## src/rtl/wr_lane_steer.sv

```systemverilog
module wr_lane_steer (
  input  logic        clk,
  input  logic        rst_n,
  input  logic        bus16_mode,
  input  logic        req_valid,
  output logic        req_ready,
  input  logic [1:0]  req_lo,
  input  logic [1:0]  req_size,
  input  logic [31:0] req_data,
  input  logic        req_half_port,
  output logic        req_err,
  output logic        req_done,
  output logic [31:0] bus_data,
  output logic [3:0]  bus_lane_vld,
  output logic [1:0]  bus_size,
  output logic [1:0]  bus_lo,
  output logic        bus_beat,
  input  logic        bus_ack
);
  localparam logic [1:0] SZ_WORD = 2'b00;
  localparam logic [1:0] SZ_BYTE = 2'b01;
  localparam logic [1:0] SZ_HALF = 2'b10;

  typedef enum logic [1:0] {S_IDLE, S_B1, S_B2} st_t;
  st_t st;

  logic [1:0]  h_lo, h_size;
  logic [31:0] h_data;
  logic        h_p16;

  logic bad, take, split, last, hi16;
  logic [15:0] pair;
  logic [3:0]  vld_w;

  assign bad = (req_size == 2'b11)
             | (req_size == SZ_HALF && req_lo[0])
             | (req_size == SZ_WORD && req_lo != 2'b00);

  assign req_ready = (st == S_IDLE);
  assign take      = req_valid & req_ready;
  assign req_err   = take & bad;
  assign bus_beat  = (st != S_IDLE);
  assign split     = h_p16 & (h_size == SZ_WORD);
  assign last      = !split | (st == S_B2);
  assign req_done  = bus_beat & bus_ack & last;

  always_ff @(posedge clk or negedge rst_n) begin
    if (!rst_n) begin
      st     <= S_IDLE;
      h_lo   <= 2'b00;
      h_size <= SZ_BYTE;
      h_data <= 32'h0;
      h_p16  <= 1'b0;
    end else begin
      case (st)
        S_IDLE: if (take && !bad) begin
          h_lo   <= req_lo;
          h_size <= req_size;
          h_data <= req_data;
          h_p16  <= req_half_port | bus16_mode;
          st     <= S_B1;
        end
        S_B1: if (bus_ack) st <= split ? S_B2 : S_IDLE;
        S_B2: if (bus_ack) st <= S_IDLE;
        default: st <= S_IDLE;
      endcase
    end
  end

  assign hi16 = (st == S_B2) | ((h_size != SZ_WORD) & h_lo[1]);
  assign pair = hi16 ? h_data[15:0] : h_data[31:16];
  assign bus_data = h_p16 ? {pair, h_data[15:0]} : h_data;

  always_comb begin
    if (h_p16) begin
      if (h_size == SZ_BYTE) vld_w = h_lo[0] ? 4'b0010 : 4'b0001;
      else                   vld_w = 4'b0011;
    end else begin
      case (h_size)
        SZ_BYTE: vld_w = 4'b0001 << h_lo;
        SZ_HALF: vld_w = h_lo[1] ? 4'b1100 : 4'b0011;
        default: vld_w = 4'b1111;
      endcase
    end
  end

  assign bus_lane_vld = bus_beat ? vld_w : 4'b0000;
  assign bus_lo   = split ? ((st == S_B2) ? 2'b10 : 2'b00) : h_lo;
  assign bus_size = split ? SZ_HALF : h_size;
endmodule


```

## config.mk

```make
export PLATFORM = sky130hd
export DESIGN_NAME = wr_lane_steer
export DESIGN_NICKNAME = d
export VERILOG_FILES = /design/src/rtl/wr_lane_steer.sv
export SDC_FILE = /design/constraint.sdc
export NUM_CORES = 1
export LEC_CHECK = 0
export BUFFER_PORTS_ARGS = -buffer_cell sky130_fd_sc_hd__clkbuf_2
export CAP_MARGIN = 20
export CORE_MARGIN = 2
export CORE_UTILIZATION = 40
export CTS_BUF_LIST = sky130_fd_sc_hd__clkbuf_16
export DETAILED_ROUTE_END_ITERATION = 6
export PLACE_DENSITY = 0.68
export SLEW_MARGIN = 40
export SYNTH_ARGS = -nofsm -noshare
export SYNTH_HDL_FRONTEND = slang
export SYNTH_SLANG_ARGS = --single-unit
```

## constraint.sdc

```tcl
create_clock -name clk -period 3.1 [get_ports clk]
set_input_delay 0.155 -clock clk [delete_from_list [all_inputs] [get_ports clk]]
set_output_delay 0.155 -clock clk [all_outputs]
set_load 0.01 [all_outputs]
```

Yosys cells after proc, flatten, opt, wreduce, memory -nomap -nowiden
Cells that the tools add are included.
W data, S select, Z words.
{"block": "totals", "ff_bits": 39, "input_bits": 42, "output_inout_bits": 44}
{"block": "classes", "eq_ne": 9, "shift": 1, "n_mux": 16, "bitwise": 11, "n_reduce_logical": 13}
{"operator": "$mux W32", "count": 1}
{"operator": "$mux W2", "count": 9}
{"operator": "$mux W16", "count": 1}
{"operator": "$mux W4", "count": 3}
{"operator": "$eq A2 B2 Y1 const B", "count": 4}
{"operator": "$pmux W4 S2", "count": 1}
{"operator": "$and A1 B1 Y1", "count": 6}
{"operator": "$logic_not A2 Y1", "count": 3}
{"operator": "$pmux W2 S3", "count": 1}
{"operator": "$reduce_bool A2 Y1", "count": 3}
{"operator": "$or A1 B1 Y1", "count": 5}
{"operator": "$eq A2 B1 Y1 const B", "count": 2}
{"operator": "$ne A2 B2 Y1 const B", "count": 2}
{"operator": "$shl A1 B2 Y4 const A", "count": 1}
{"operator": "$logic_and A1 B1 Y1", "count": 3}
{"operator": "$reduce_and A3 Y1", "count": 1}
{"operator": "$logic_not A1 Y1", "count": 2}
{"operator": "$ne A2 B1 Y1 const B", "count": 1}
{"operator": "$reduce_and A2 Y1", "count": 1}

Depth between registers and ports, before layout
Gate-level depths: netlist of the first run.
{"block": "logic_depth", "depth_word": 8, "mapped_depth": 7, "mapped_depth_nobuf": 5}

Worst setup path before layout of the first run
No wires, ideal clock.
{"block": "synth_path", "path_type": "register to output", "startpoint": "reg h_size[0]", "endpoint": "out bus_data[21]", "t_arrival_ns": 1.756, "slack_ns": 1.189, "path_stages_with_launch": 8, "n_path_buf": 2, "path_cell_list": "dfstp_2 > inv_1 > ha_1 > nand2b_1 > a21o_1 > buf_2 > buf_2 > mux2_2"}
{"block": "synth_via", "elab_chain_cells": 5}
{"item": "start, declared", "line": "27", "source": "logic [1:0] h_lo, h_size;"}
{"item": "start signal, assigned", "line": "58", "source": "h_size <= req_size;"}
{"item": "$reduce_bool A2 Y1", "line": "70", "source": "assign hi16 = (st == S_B2) | ((h_size != SZ_WORD) & h_lo[1]);"}
{"item": "$and A1 B1 Y1", "line": "70"}
{"item": "$or A1 B1 Y1", "line": "70"}
{"item": "$mux W16", "line": "71", "source": "assign pair = hi16 ? h_data[15:0] : h_data[31:16];"}
{"item": "$mux W32", "line": "72", "source": "assign bus_data = h_p16 ? {pair, h_data[15:0]} : h_data;"}
{"item": "end, declared", "line": "13", "source": "output logic [31:0] bus_data,"}
No other way between the ends.

Worst setup path after layout of the first run
{"block": "layout_path", "startpoint": "reg h_size[1]", "endpoint": "out bus_data[18]"}
The elaborated chain is that of the path after synthesis.

==> flow_summary.toml, run 1 <==
[status]
outcome = "finished clean"

[clocking]
clock_buffer_count_from_cts = 5
clk_root_buffer_cell = "clkbuf_16"
cts_resized = 0
cts.htree.levels = 2
clock_latency_ns = 0.27
cts.clk_slew.worst_paths_ns = 0.06
clk_path_buf_depth = 2
cts.repair_timing.setup_buffer_count = 0
tritoncts = "built"
tritoncts_num_sinks = 39
cts_hold_buffers = 1

[power]
p_leak_nw = 1.43
power.share.clock_pct = 24.6
pwr_density_cell_nw_per_um2 = 827
seq_power_share_pct = 35.3
peakVddDrop_uv = 412
power.combinational.fraction_pct = 40.1
p_int_mw = 1.55
total_net_switching_power_mw = 0.697
net_switching_share_of_the_total_power_pct = 31.1

[detailed_routing]
wl_per_cell_um = 13.8
drt_first_pass_iters = 4
detail_route.iter0.violations = 38
via_count = 1506
detail_route.vias_per_cell = 4.87
postRouteAntennaNets = 0
drc_errors = 0
routed_wirelength_um = 4260

[logic_synthesis]
synthCells = 167
ys.flop_type = "dfrtp_1"
seq_area_frac_synth_pct = 44.7
dominant_combinational_cell_family_by_area_after_synthesis = "multiplexers"
synth.avg_cell_area_sq_um = 13.1
synth_adder_area_share_pct = 1.72
synth_xor_area_share_pct = 0
post-synth-top-area-cell = "dfrtp_1"
most_numerous_cell_in_the_yosys_netlist = "dfrtp_1"
postSynth.asyncResetShare_pct = 100
netlist_top_cells_area = "dfrtp_1 (43%), mux2_4 (19%), mux2_2 (11%)"
synth.area.mux_share_pct = 30.5
synth.top_cells.by_count = "dfrtp_1 (38), mux2_4 (28), mux2_2 (21)"
synth.cell_area_sq_um = 2190
syn_nets = 212
postSynthRegisterBits = 39
yosys.area_share.simple_pct = 6.98
area_fraction_of_the_dominant_cell_type_after_synthesis_pct = 43.5
synth_compound_gate_area_share_pct = 7.61
count_of_different_cell_masters_after_synthesis = 33
synth_edf_count = 0
ys.warnings.count = 0

[sta]
final.period_utilization_pct = 80.2
setup_total_negative_slack_ns = 0
max_freq_mhz = 402
final.min_clock_period_ns = 2.49
finalSetupViolCount = 0
timing_hold_violations_final = 0
finalMaxSlewViolations = 0
fin_worst_hold_slack_ns = 0.111
rsz0062_at_grt = "no"
finalWorstSetupSlack_ns = 0.613
timing_worst_slew_pin_value_ns = 0.762
clock_skew_ns = 0.00541
timing.max_slew.rel_slack_pct = 49.2

[floorplan]
placement_rows = 26
die-height_um = 77.9
ios = 86
die-area_sq_um = 6080
core_area_sq_um = 5200
dieWidth_um = 77.9
starting_density_of_the_core_pct = 42.0

[worst_setup_path]
regToRegStartpoint = "st[0]"
ff2ff_path_depth = 4
crit_path_cell_chain = "inv_1, ha_1, nand2b_1, a21o_1, mux2_2, clkbuf_2"
startpoint = "h_size[1]"
timing.setup.critical_path_class = "reg2out"
r2r_setup_slack_ns = 0.92
crit_path_max_incr_delay_ns = 0.61
worstSetupEndpoint = "bus_data[18]"
crit_path_start_kind = "flip-flop"
worst_r2r_endpoint = "h_data[7]"
critPathSlowestCell = "a21o_1"
critPathArrivalTime_ns = 2.33
crit_fanout = 16
end_kind = "primary output"
required_arrival_time_at_the_worst_endpoint_ns = 2.94

[place]
dpl.hpwl_um = 3150
routabilityCongestion = 0.770
worst_slack_after_detailed_placement_ns = 0.887
io_buffers = 85

[global_routing]
grt_busiest_layer = "met2"
groute.usage.overall_pct = 14.1
antenna_violations_before_repair = 0
groute.layer.met3.usage_pct = 3.60
grt_max_degree = 40
grtUsageMet2_pct = 22.1
first_pass_grt_wire_length_um = 6840
via_count_of_the_first_global_routing_pass = 1430
global_route.overflow_total = 0
groute.layer.met1.usage_pct = 19.6

[layout]
area_delta_synth_final_pct = 24.0
final_layout_size_suffix_gt1_share_pct = 61.5
final_net_count = 284
diodes = 0
final-seq-area_sq_um = 977
multi_input_comb_area_sq_um = 1020
n_fill_cell = 491

[run]
maxCapViolCount = 0

[min_path]
timing.hold.worst.class = "in2reg"
==> stage by stage <==
stage | util, % | std cells | total power [mW] | area [sq um]
2_1_floorplan | - | 167 | 1.48 | 2190
3_3_place_gp | 48.8 | 301 | 1.69 | 2540
3_5_place_dp | 48.8 | 301 | 1.71 | 2540
4_1_cts | 52.1 | 309 | 2.27 | 2710
5_1_grt | 52.1 | 309 | 2.39 | 2710
6_report | 52.1 | 309 | 2.24 | 2710
==> logic make-up (layout without fill, tap and decap cells) <==
kind of cell             after synthesis  in the layout
multiplexers                          50             50
flip-flops                            39             39
buffers and inverters                 27             99
AO/OA/AOI/OAI                         25             25
AND/OR/NAND/NOR                       23             23
adder cells (fa/ha/maj)                3              3
==> cell usage in the layout (no fill, tap or decap), types with 4 or more instances in the layout <==
cell type,Yosys,final
inv_1,5,6
nand2_1,6,6
clkbuf_2,0,84
nand2b_1,5,5
mux2_4,28,28
a21oi_1,4,4
clkbuf_16,0,5
mux2_2,21,21
dfrtp_1,38,38
o21ai_0,5,5
==> layer usage <==
| layer | wire (um) | share of wire (%) |
|---|---|---|
| met5 | 0 | 0 |
| met2 | 1960 | 46 |
| met1 | 2010 | 47 |
| met4 | 34 | 0.80 |
| met3 | 245 | 5.8 |
==> flip-flops by register name, indices dropped and copies added (netlist names) <==
name    cells
h_data     32
h_lo        2
h_size      2
h_p16       1
st          2
==> final cells by class <==
cell class	count	share of cell area, %
Multi-Input combinational cell	101	37.7
Timing Repair Buffer	87	16.4
Inverter	5	0.692
Sequential cell	39	36.0
Tap cell	70	3.23
Clock buffer	5	4.61
Clock inverter	2	1.25
==> worst min-delay path by stage <==
stage / startpoint / to / slack, ns / depth (start not counted)
after floorplan: rst_n / h_data[0] / -0.14 / 0
after global placement: rst_n / h_data[4] / 0.36 / 1
after detailed placement: rst_n / h_data[20] / 0.20 / 1
after CTS: req_size[1] / h_size[0] / 0.10 / 2
after global routing: req_data[20] / h_data[20] / 0.11 / 2
final: req_data[20] / h_data[20] / 0.11 / 2
==> critical path: cells and delay by family (launching register included) <==
kind	cells	cell delay, ns
compound gates	1	0.61
mux	1	0.42
flops	1	0.41
buf+inv	2	0.25
fa+ha+maj	1	0.24
simple gates	1	0.12
==> power by group through the flow <==
stage	combinational [mW]	sequential (mW)	clock [mW]
2_1_floorplan	0.728	0.751	0
3_3_place_gp	0.899	0.791	0
3_5_place_dp	0.911	0.797	0
4_1_cts	0.915	0.792	0.567
5_1_grt	0.978	0.815	0.593
6_report	0.900	0.791	0.551
(Power assumes the default switching activity.)
==> inputs of run 2 (changes only) <==
ABC_AREA = 1   (was unset)
PLACE_DENSITY = 0.71   (was 0.68)
clock period = 2.1 ns   (was 3.1 ns; I/O delays follow)
==> run 2 against run 1 <==
Effect of this change: routed wire length up 26%; critical path type unchanged; utilization decreased by 0.74 points; critical path depth rose by 1.
==> flow_summary.toml, run 2 <==
[status]
outcome = "finished clean"

[detailed_routing]
postRouteAntennaNets = 0
detail_route.vias_per_cell = 4.82
drc_errors = 0
drt_first_pass_iters = 4
routedLengthMet1_um = 2470
detail_route.iter0.violations = 102
wl_per_cell_um = 12.6
routed-wl-met2_um = 2490
wl_met3_um = 401
dr.max_layer_used = "met4"
via_count = 2055
routed_wirelength_um = 5380

[logic_synthesis]
count_of_different_cell_masters_after_synthesis = 21
postSynth.asyncResetShare_pct = 100
ys.flop_type = "dfrtp_1"
synth_edf_count = 0
area_fraction_of_the_dominant_cell_type_after_synthesis_pct = 43.9
syn_nets = 330
synth.cell_area_sq_um = 2170
synth.top_cells.by_count = "nand2_1 (122), nand3_1 (56), dfrtp_1 (38)"
netlist_top_cells_area = "dfrtp_1 (44%), nand2_1 (21%), nand3_1 (13%)"
synthCells = 285
synth.avg_cell_area_sq_um = 7.60
ys.warnings.count = 0
postSynthRegisterBits = 39
seq_area_frac_synth_pct = 45.1
post-synth-top-area-cell = "dfrtp_1"
most_numerous_cell_in_the_yosys_netlist = "nand2_1"

[place]
dpl.hpwl_um = 4020
io_buffers = 85
routabilityCongestion = 0.902

[global_routing]
global_route.overflow_total = 0
antenna_violations_before_repair = 0
grt_max_degree = 25
groute.usage.overall_pct = 18.1
via_count_of_the_first_global_routing_pass = 1933
first_pass_grt_wire_length_um = 8830

[clocking]
cts.htree.levels = 2
tritoncts_num_sinks = 39
cts.clk_slew.worst_paths_ns = 0.05
clock_buffer_count_from_cts = 5
clk_root_buffer_cell = "clkbuf_16"
cts_resized = 0
cts_hold_buffers = 1
clock_latency_ns = 0.27
clk_path_buf_depth = 2
cts.repair_timing.setup_buffer_count = 0
tritoncts = "built"

[power]
power.total_mw = 3.05
power.share.clock_pct = 22.7
total_net_switching_power_mw = 1.18
p_int_mw = 1.87
net_switching_share_of_the_total_power_pct = 38.7
pwr_density_cell_nw_per_um2 = 1150
power.combinational.fraction_pct = 39.5
seq_power_share_pct = 37.8
peakVddDrop_uv = 637
p_leak_nw = 1.56

[worst_setup_path]
crit_path_start_kind = "flip-flop"
required_arrival_time_at_the_worst_endpoint_ns = 2.00
crit_fanout = 16
crit_path_max_incr_delay_ns = 0.54
crit_path_cell_chain = "inv_1, ha_1, o21ai_4, buf_4, nand3_1, nand2_1, clkbuf_2"
end_kind = "primary output"
r2r_setup_slack_ns = 0.76
worst_r2r_endpoint = "st[1]"
critPathSlowestCell = "dfstp_2"
critPathArrivalTime_ns = 1.86
timing.setup.critical_path_class = "reg2out"
regToRegStartpoint = "h_size[0]"
ff2ff_path_depth = 6

[layout]
most_common_cell_after_layout_fill_and_taps_aside = "nand2_1"
diodes = 0
largest_reg_flops = 32
final_layout_size_suffix_gt1_share_pct = 30.3
layout.cells.most_common_list = "nand2_1 (122), clkbuf_2 (85), nand3_1 (56)"
final_net_count = 400
top_register = "h_data"
post-route-util_pct = 51.4
area_delta_synth_final_pct = 22.6

[min_path]
timing.hold.worst.class = "in2reg"
hp-start = "req_size[0]"
worstHoldPathCells = 3
hold_path_end = "h_size[0]"

[sta]
final.period_utilization_pct = 93.6
finalMaxSlewViolations = 0
clock_skew_ns = 0.00334
timing.max_slew.rel_slack_pct = 68.6
timing_worst_slew_pin_value_ns = 0.471
max_freq_mhz = 509
setup_total_negative_slack_ns = 0
timing_hold_violations_final = 0
final.min_clock_period_ns = 1.97
finalSetupViolCount = 0
rsz0062_at_grt = "no"

[floorplan]
core_area_sq_um = 5170
placement_rows = 26
dieWidth_um = 77.6
ios = 86
die-area_sq_um = 6020
starting_density_of_the_core_pct = 41.9
die-height_um = 77.6

[run]
maxCapViolCount = 0
run 2: logic make-up (layout without fill, tap and decap cells):
| kind of cell | Yosys count | count (layout) | synth area share [%] |
|---|---|---|---|
| AND/OR/NAND/NOR | 190 | 190 | 37.3 |
| buffers and inverters | 42 | 113 | 12.7 |
| flip-flops | 39 | 39 | 45.1 |
| AO/OA/AOI/OAI | 11 | 11 | 3.24 |
| adder cells (fa/ha/maj) | 3 | 3 | 1.73 |
run 2: cell type report:
| cell class | instances | area [sq um] |
|---|---|---|
| Clock inverter | 3 | 11.3 |
| Clock buffer | 5 | 125 |
| Timing Repair Buffer | 95 | 503 |
| Tap cell | 70 | 87.6 |
| Multi-Input combinational cell | 204 | 915 |
| Inverter | 10 | 37.5 |
| Fill cell | 549 | 2520 |
| Sequential cell | 39 | 977 |
run 2: layer usage:
metal / vias up / GRT usage, %
met5: - / 0
met3: 2 / 4.65
met2: 75 / 30.3
li1: 1033 / -
met1: 945 / 24.3
met4: 0 / 2.68
run 2: through the flow:
step / hold WS [ns] / std cells / setup slack, ns / cell area, sq um
floorplan: -0.191 / 285 / 0.563 / 2170
global placement: 0.0865 / 417 / 0.456 / 2510
detailed placement: 0.0828 / 417 / 0.409 / 2510
CTS: 0.0584 / 426 / 0.111 / 2660
global route: 0.0600 / 426 / 0.00432 / 2660
finish: 0.0603 / 426 / 0.134 / 2660
run 2: worst max-delay path by stage:
stage                   start      endpoint  slack [ns]  depth (start not counted)
floorplan           h_size[0]  bus_data[22]        0.56                          6
global placement    h_size[0]  bus_data[22]        0.46                          7
detailed placement  h_size[0]  bus_data[22]        0.41                          7
CTS                 h_size[0]  bus_data[22]        0.11                          7
global route        h_size[0]  bus_data[22]       0.004                          7
finish              h_size[0]  bus_data[22]        0.13                          7
run 2: power groups by stage:
stage / sequential (mW) / clock (mW) / combinational [mW]
2_1_floorplan: 1.10 / 0 / 0.912
3_3_place_gp: 1.16 / 0 / 1.19
3_5_place_dp: 1.16 / 0 / 1.21
4_1_cts: 1.15 / 0.703 / 1.22
5_1_grt: 1.18 / 0.745 / 1.35
6_report: 1.15 / 0.691 / 1.20
run 2: critical path: cells and delay by family (launching register included):
kind | cells | cell delay (ns)
DFF | 1 | 0.54
AOI/OAI and AO/OA | 1 | 0.17
and+or+nand+nor | 2 | 0.19
buffers and inverters | 3 | 0.43
adders and majority gates | 1 | 0.25
